$ cat config.mk
export PLATFORM = sky130hd
export DESIGN_NAME = psw_ctrl
export DESIGN_NICKNAME = d
export VERILOG_FILES = /design/src/rtl/psw_pkg.sv /design/src/rtl/psw_prio_pick.sv /design/src/rtl/psw_exc_apply.sv /design/src/rtl/psw_sw_path.sv /design/src/rtl/psw_ctrl.sv
export SDC_FILE = /design/constraint.sdc
export NUM_CORES = 1
export LEC_CHECK = 0
export ABC_AREA = 0
export BUFFER_PORTS_ARGS = -buffer_cell sky130_fd_sc_hd__buf_2
export CAP_MARGIN = 0
export CORE_ASPECT_RATIO = 0.5
export CORE_UTILIZATION = 33
export DETAILED_ROUTE_END_ITERATION = 10
export PLACE_DENSITY_LB_ADDON = 0.25
export SLEW_MARGIN = 20
export SYNTH_ARGS = -nofsm -noshare
export SYNTH_HDL_FRONTEND = slang
export SYNTH_SLANG_ARGS = --single-unit
$ cat constraint.sdc
create_clock -name clk -period 1.9 [get_ports clk]
set_input_delay 0.095 -clock clk [delete_from_list [all_inputs] [get_ports clk]]
set_output_delay 0.095 -clock clk [all_outputs]
set_load 0.01 [all_outputs]
$ cat src/rtl/psw_pkg.sv
package psw_pkg;

    localparam int PSW_W    = 32;
    localparam int MODE_W   = 5;
    localparam int NFLAG    = 4;
    localparam int N_EXC    = 5;

    localparam int FLAG_LO  = 28;
    localparam int SAT_BIT  = 27;
    localparam int IRQD_BIT = 20;
    localparam int FIQD_BIT = 19;
    localparam int CST_BIT  = 18;
    localparam int MODE_LO  = 13;
    localparam int MODE_HI  = MODE_LO + MODE_W - 1;

    // Index in the request vector is also the priority (0 wins).
    localparam int IDX_ABT = 0;
    localparam int IDX_FIQ = 1;
    localparam int IDX_IRQ = 2;
    localparam int IDX_UND = 3;
    localparam int IDX_SVC = 4;

    typedef enum logic [MODE_W-1:0] {
        MODE_USR = 5'b10000,
        MODE_FIQ = 5'b10001,
        MODE_IRQ = 5'b10010,
        MODE_SVC = 5'b10011,
        MODE_ABT = 5'b10111,
        MODE_UND = 5'b11011,
        MODE_SYS = 5'b11111
    } mode_e;

    typedef struct packed {
        logic [NFLAG-1:0] nzcv;
        logic             sat;
        logic             irq_dis;
        logic             fiq_dis;
        logic             cset;
        mode_e            mode;
    } psw_t;

    localparam psw_t PSW_RESET = '{nzcv: '0, sat: 1'b0, irq_dis: 1'b1,
                                   fiq_dis: 1'b1, cset: 1'b0, mode: MODE_SVC};

    function automatic logic mode_is_legal(input logic [MODE_W-1:0] m);
        case (m)
            MODE_USR, MODE_FIQ, MODE_IRQ, MODE_SVC,
            MODE_ABT, MODE_UND, MODE_SYS: return 1'b1;
            default:                      return 1'b0;
        endcase
    endfunction

    function automatic logic [PSW_W-1:0] psw_pack(input psw_t p);
        logic [PSW_W-1:0] w;
        w = '0;
        w[FLAG_LO +: NFLAG]  = p.nzcv;
        w[SAT_BIT]           = p.sat;
        w[IRQD_BIT]          = p.irq_dis;
        w[FIQD_BIT]          = p.fiq_dis;
        w[CST_BIT]           = p.cset;
        w[MODE_LO +: MODE_W] = p.mode;
        return w;
    endfunction

    function automatic mode_e entry_mode(input int idx);
        case (idx)
            IDX_ABT: return MODE_ABT;
            IDX_FIQ: return MODE_FIQ;
            IDX_IRQ: return MODE_IRQ;
            IDX_UND: return MODE_UND;
            default: return MODE_SVC;
        endcase
    endfunction

endpackage

$ cat src/rtl/psw_prio_pick.sv
module psw_prio_pick #(
    parameter int N = 5
) (
    input  logic [N-1:0] req,
    output logic [N-1:0] gnt,
    output logic         any
);
    always_comb begin
        gnt = '0;
        any = 1'b0;
        for (int i = 0; i < N; i++) begin
            if (req[i] && !any) begin
                gnt[i] = 1'b1;
                any    = 1'b1;
            end
        end
    end
endmodule

$ cat src/rtl/psw_exc_apply.sv
module psw_exc_apply
    import psw_pkg::*;
#(
    parameter int N = N_EXC
) (
    input  psw_t         cur,
    input  logic [N-1:0] gnt,
    output psw_t         nxt
);
    always_comb begin
        nxt = cur;
        for (int i = 0; i < N; i++) begin
            if (gnt[i]) begin
                nxt.mode    = entry_mode(i);
                nxt.irq_dis = 1'b1;
                nxt.cset    = 1'b0;
                if (i == IDX_FIQ) nxt.fiq_dis = 1'b1;
            end
        end
    end
endmodule

$ cat src/rtl/psw_sw_path.sv
module psw_sw_path
    import psw_pkg::*;
(
    input  psw_t             cur,
    input  logic             ret_en,
    input  logic [PSW_W-1:0] ret_data,
    input  logic             wr_en,
    input  logic             wr_mode_only,
    input  logic [PSW_W-1:0] wr_data,
    output psw_t             nxt,
    output logic             illegal
);
    logic [MODE_W-1:0] ret_mode;
    logic [MODE_W-1:0] wr_mode;
    logic              in_user;

    assign ret_mode = ret_data[MODE_HI:MODE_LO];
    assign wr_mode  = wr_data[MODE_HI:MODE_LO];
    assign in_user  = (cur.mode == MODE_USR);

    always_comb begin
        nxt     = cur;
        illegal = 1'b0;
        if (ret_en) begin
            nxt.nzcv    = ret_data[FLAG_LO +: NFLAG];
            nxt.sat     = ret_data[SAT_BIT];
            nxt.irq_dis = ret_data[IRQD_BIT];
            nxt.fiq_dis = ret_data[FIQD_BIT];
            nxt.cset    = ret_data[CST_BIT];
            if (mode_is_legal(ret_mode)) nxt.mode = mode_e'(ret_mode);
            else                         illegal  = 1'b1;
        end else if (wr_en) begin
            if (in_user) begin
                if (!wr_mode_only) begin
                    nxt.nzcv = wr_data[FLAG_LO +: NFLAG];
                    nxt.sat  = wr_data[SAT_BIT];
                end
            end else begin
                if (!wr_mode_only) begin
                    nxt.nzcv    = wr_data[FLAG_LO +: NFLAG];
                    nxt.sat     = wr_data[SAT_BIT];
                    nxt.irq_dis = wr_data[IRQD_BIT];
                    nxt.fiq_dis = wr_data[FIQD_BIT];
                    nxt.cset    = wr_data[CST_BIT];
                end
                if (mode_is_legal(wr_mode)) nxt.mode = mode_e'(wr_mode);
                else                        illegal  = 1'b1;
            end
        end
    end
endmodule

$ cat src/rtl/psw_ctrl.sv
module psw_ctrl
    import psw_pkg::*;
(
    input  logic              clk,
    input  logic              rst,
    input  logic              sw_wr_en,
    input  logic              sw_wr_mode_only,
    input  logic [PSW_W-1:0]  sw_wr_data,
    input  logic              ret_en,
    input  logic [PSW_W-1:0]  ret_data,
    input  logic              req_abt,
    input  logic              req_fiq,
    input  logic              req_irq,
    input  logic              req_und,
    input  logic              req_svc,
    input  logic              sat_set,
    output logic [PSW_W-1:0]  psw_o,
    output logic [MODE_W-1:0] mode_o,
    output logic              irq_mask_o,
    output logic              fiq_mask_o,
    output logic              priv_o,
    output logic              illegal_mode_o
);
    psw_t             psw_q;
    psw_t             psw_d;
    psw_t             exc_nxt;
    psw_t             sw_nxt;
    logic             sw_illegal;
    logic             illegal_q;
    logic             priv_q;
    logic [N_EXC-1:0] req_vec;
    logic [N_EXC-1:0] gnt;
    logic             exc_any;

    // Request gating against the current masks and mode.
    always_comb begin
        req_vec          = '0;
        req_vec[IDX_ABT] = req_abt;
        req_vec[IDX_FIQ] = req_fiq && !psw_q.fiq_dis;
        req_vec[IDX_IRQ] = req_irq && !psw_q.irq_dis && (psw_q.mode != MODE_FIQ);
        req_vec[IDX_UND] = req_und;
        req_vec[IDX_SVC] = req_svc;
    end

    psw_prio_pick #(.N(N_EXC)) i_pick (
        .req (req_vec),
        .gnt (gnt),
        .any (exc_any)
    );

    psw_exc_apply #(.N(N_EXC)) i_exc (
        .cur (psw_q),
        .gnt (gnt),
        .nxt (exc_nxt)
    );

    psw_sw_path i_sw (
        .cur          (psw_q),
        .ret_en       (ret_en),
        .ret_data     (ret_data),
        .wr_en        (sw_wr_en),
        .wr_mode_only (sw_wr_mode_only),
        .wr_data      (sw_wr_data),
        .nxt          (sw_nxt),
        .illegal      (sw_illegal)
    );

    always_comb begin
        psw_d     = exc_any ? exc_nxt : sw_nxt;
        psw_d.sat = psw_d.sat | sat_set;
    end

    always_ff @(posedge clk) begin
        if (rst) begin
            psw_q     <= PSW_RESET;
            illegal_q <= 1'b0;
            priv_q    <= 1'b1;
        end else begin
            psw_q     <= psw_d;
            illegal_q <= sw_illegal && !exc_any;
            priv_q    <= (psw_d.mode != MODE_USR);
        end
    end

    assign psw_o          = psw_pack(psw_q);
    assign mode_o         = psw_q.mode;
    assign irq_mask_o     = psw_q.irq_dis;
    assign fiq_mask_o     = psw_q.fiq_dis;
    assign priv_o         = priv_q;
    assign illegal_mode_o = illegal_q;
endmodule

==> flow_summary.json <==
{
  "outcome": "complete, but fails checks",
  "violations": "negative setup slack",
  "finalHoldViolCount": 0,
  "drive_gt1_frac": 0.4381,
  "die_w_um": 87.23,
  "pwr_density_cell_nw_per_um2": 481.8,
  "clock_skew_ns": 0.001458,
  "fin_ws_ns": -0.2923,
  "crit_path_end_kind": "register",
  "cp_max_fo": 4,
  "antenna_found_initial": 0,
  "num-nets-final": 302,
  "critical_path_required_ns": 2.02,
  "yosysMostFrequentCell": "buf_4",
  "first_pass_iters": 4,
  "cap_violations": 0,
  "ir_worst_vdd_v": 0.0003054,
  "die_y_um": 44.62,
  "yosys_most_used_dff": "dfxtp_1",
  "netlist_instances": 153,
  "yosysTopAreaCell": "dfxtp_1",
  "hpwl_um": 2628,
  "synth_cell_types": 43,
  "max_freq_ghz": 0.4561,
  "syn_to_final_growth_pct": 37.58,
  "ff2ff_path_depth": 5,
  "stdcell_count": 277,
  "drc": 0,
  "grt-ovfl-total": 0,
  "routed_via_density": 4.859,
  "synth_top_area_frac": 0.2505,
  "worstSetupStartpoint": "mode_o[2]$_SDFF_PP0_",
  "cp.arrival_ns": 2.31,
  "root_buffer": "clkbuf_8",
  "rsz0062_at_grt": "yes",
  "synth_warnings": 0,
  "cts_buffers": 3,
  "grt_usage": 0.1761,
  "path_clk_slew_ns": 0.06,
  "fin_tns_setup_ns": -0.4725,
  "vias": 1346,
  "hp-start": "sat_set",
  "slew_violations": 0,
  "start_util": 0.3471,
  "holdPathStages": 3,
  "maxSlewHeadroom": 0.6654,
  "routabilityCongestion": 0.9099,
  "period_minus_slack_ns": 2.192,
  "ant_nets": 0,
  "portBuffers": 58,
  "setup_violations": 3,
  "wirelength_um": 3289,
  "grt_max_degree": 20,
  "synth_area_leaders": "dfxtp_1 (25%), buf_4 (16%), nor2_1 (5.6%)",
  "ios": 116,
  "period_share": 1.154,
  "startpoint_type": "register",
  "syn_area_um2": 1199,
  "fp-row-count": 15,
  "synth_edf_count": 0,
  "hold_path_class": "input pin to register",
  "grt_first_pass_wirelength_um": 5078,
  "clk_path_buf_depth": 2,
  "postPlaceCellArea_um2": 1585,
  "cts_sinks": 15,
  "tightest_slew_ns": 0.5019,
  "syn_area_per_cell_um2": 7.834,
  "worstSkewPairLatency_ns": 0.25,
  "postSynth.asyncResetShare": 0,
  "synth_commonest_cells": "buf_4 (26), nor2_1 (18), dfxtp_1 (15), a21oi_1 (8), nand2_1 (8)",
  "r2r_start": "mode_o[2]$_SDFF_PP0_",
  "n_antenna_cell": 0,
  "initialDrtViolationCount": 79,
  "cts_tree": "built",
  "total_power_w": 0.0007946,
  "die_area_um2": 3892,
  "critical_path_class": "register to register",
  "place_inst": 272,
  "yosysSeqAreaShare": 0.2505,
  "p_leak_nw": 0.7505,
  "htree_levels": 1,
  "ys_ff_latch": 15,
  "wl_per_cell_um": 11.87,
  "core_area_um2": 3453,
  "fin_area_um2": 1649,
  "grt_pass1_vias": 1104
}
-- final cells by class --
class | instances | area [um2]
inverter | 4 | 15.01
multi-input combinational | 121 | 748.2
fill | 357 | 1804
timing repair buffer | 82 | 470.5
sequential | 15 | 306.5
clock buffer | 4 | 45.04
tap | 51 | 63.81
-- state kept, by name (all words and copies together) (netlist names) --
signal          cells
psw_o               6
mode_o              5
fiq_mask_o          1
illegal_mode_o      1
irq_mask_o          1
priv_o              1
-- report_power, final --
part	leakage, nW	switching (W)	internal [W]	total (W)
Combinational	0.606	0.000112	0.0000945	0.000207
Clock	0.0228	0.000110	0.000149	0.000258
Sequential	0.122	0.00000615	0.000323	0.000329
-- repair_timing --
action                                  4_1_cts  5_1_grt
setup buffers                                 1        0
endpoints found under the setup margin       10       13
pin swaps                                     2        0
gates resized for setup                       0        2
hold endpoints to repair                      0        0
hold buffers                                  0        0
-- layer usage --
layer / vias up / global-route usage / share of wire
met5: - / 0 / 0
met4: 0 / 0.06885 / 0.017
met3: 7 / 0.04664 / 0.071
met2: 63 / 0.2787 / 0.44
met1: 617 / 0.2324 / 0.47
li1: 659 / - / -
-- worst paths after layout --
kind / end / slack, ns
max: priv_o$_SDFF_PP1_ / -0.29
min: psw_o[27]$_SDFF_PP0_ / 0.07
max reg2reg: priv_o$_SDFF_PP1_ / -0.29
min reg2reg: psw_o[30]$_SDFFE_PP0P_ / 0.50
-- placed cells by master (no fill, tap or decap), types with 2 or more instances in the layout --
cell type	n
a211o_1	2
a211oi_1	3
a21oi_1	8
a2bb2oi_1	2
a311oi_1	3
a31oi_1	2
buf_2	58
buf_4	24
clkbuf_8	3
conb_1	19
dfxtp_1	12
dfxtp_2	2
inv_1	4
mux2_2	2
mux2i_1	3
nand2_1	8
nand2b_1	5
nand3b_1	2
nor2_1	18
nor2b_1	4
nor4_1	5
o21ai_0	7
o2bb2ai_1	2
or2_2	3
or4b_1	3
-- per-stage QoR --
stage	util	setup WS [ns]	hold slack, ns
2_1_floorplan	-	-0.2156	0.2011
3_3_place_gp	0.4591	-0.2289	0.3337
3_5_place_dp	0.4591	-0.2698	0.3373
4_1_cts	0.4743	-0.2639	0.06914
5_1_grt	0.4775	-0.3327	0.08051
6_report	0.4775	-0.2923	0.07472
-- worst max-delay path: stages (launching register included) --
cell and delay, ns:
dfxtp_2 0.34, or4b_4 0.56, a2bb2oi_1 0.15, o22a_1 0.23, a311o_1 0.31, or4b_1 0.47
-- logic make-up (layout without fill, tap and decap cells) --
logic type / after synthesis / count (layout) / share of synthesized area
buffers and inverters: 35 / 90 / 0.1910
AOI/OAI and AO/OA: 39 / 39 / 0.2349
DFF: 15 / 15 / 0.2505
muxes: 5 / 5 / 0.04384
other: 1 / 19 / 0.003129
and+or+nand+nor: 58 / 58 / 0.2766
(Power assumes the default switching activity.)
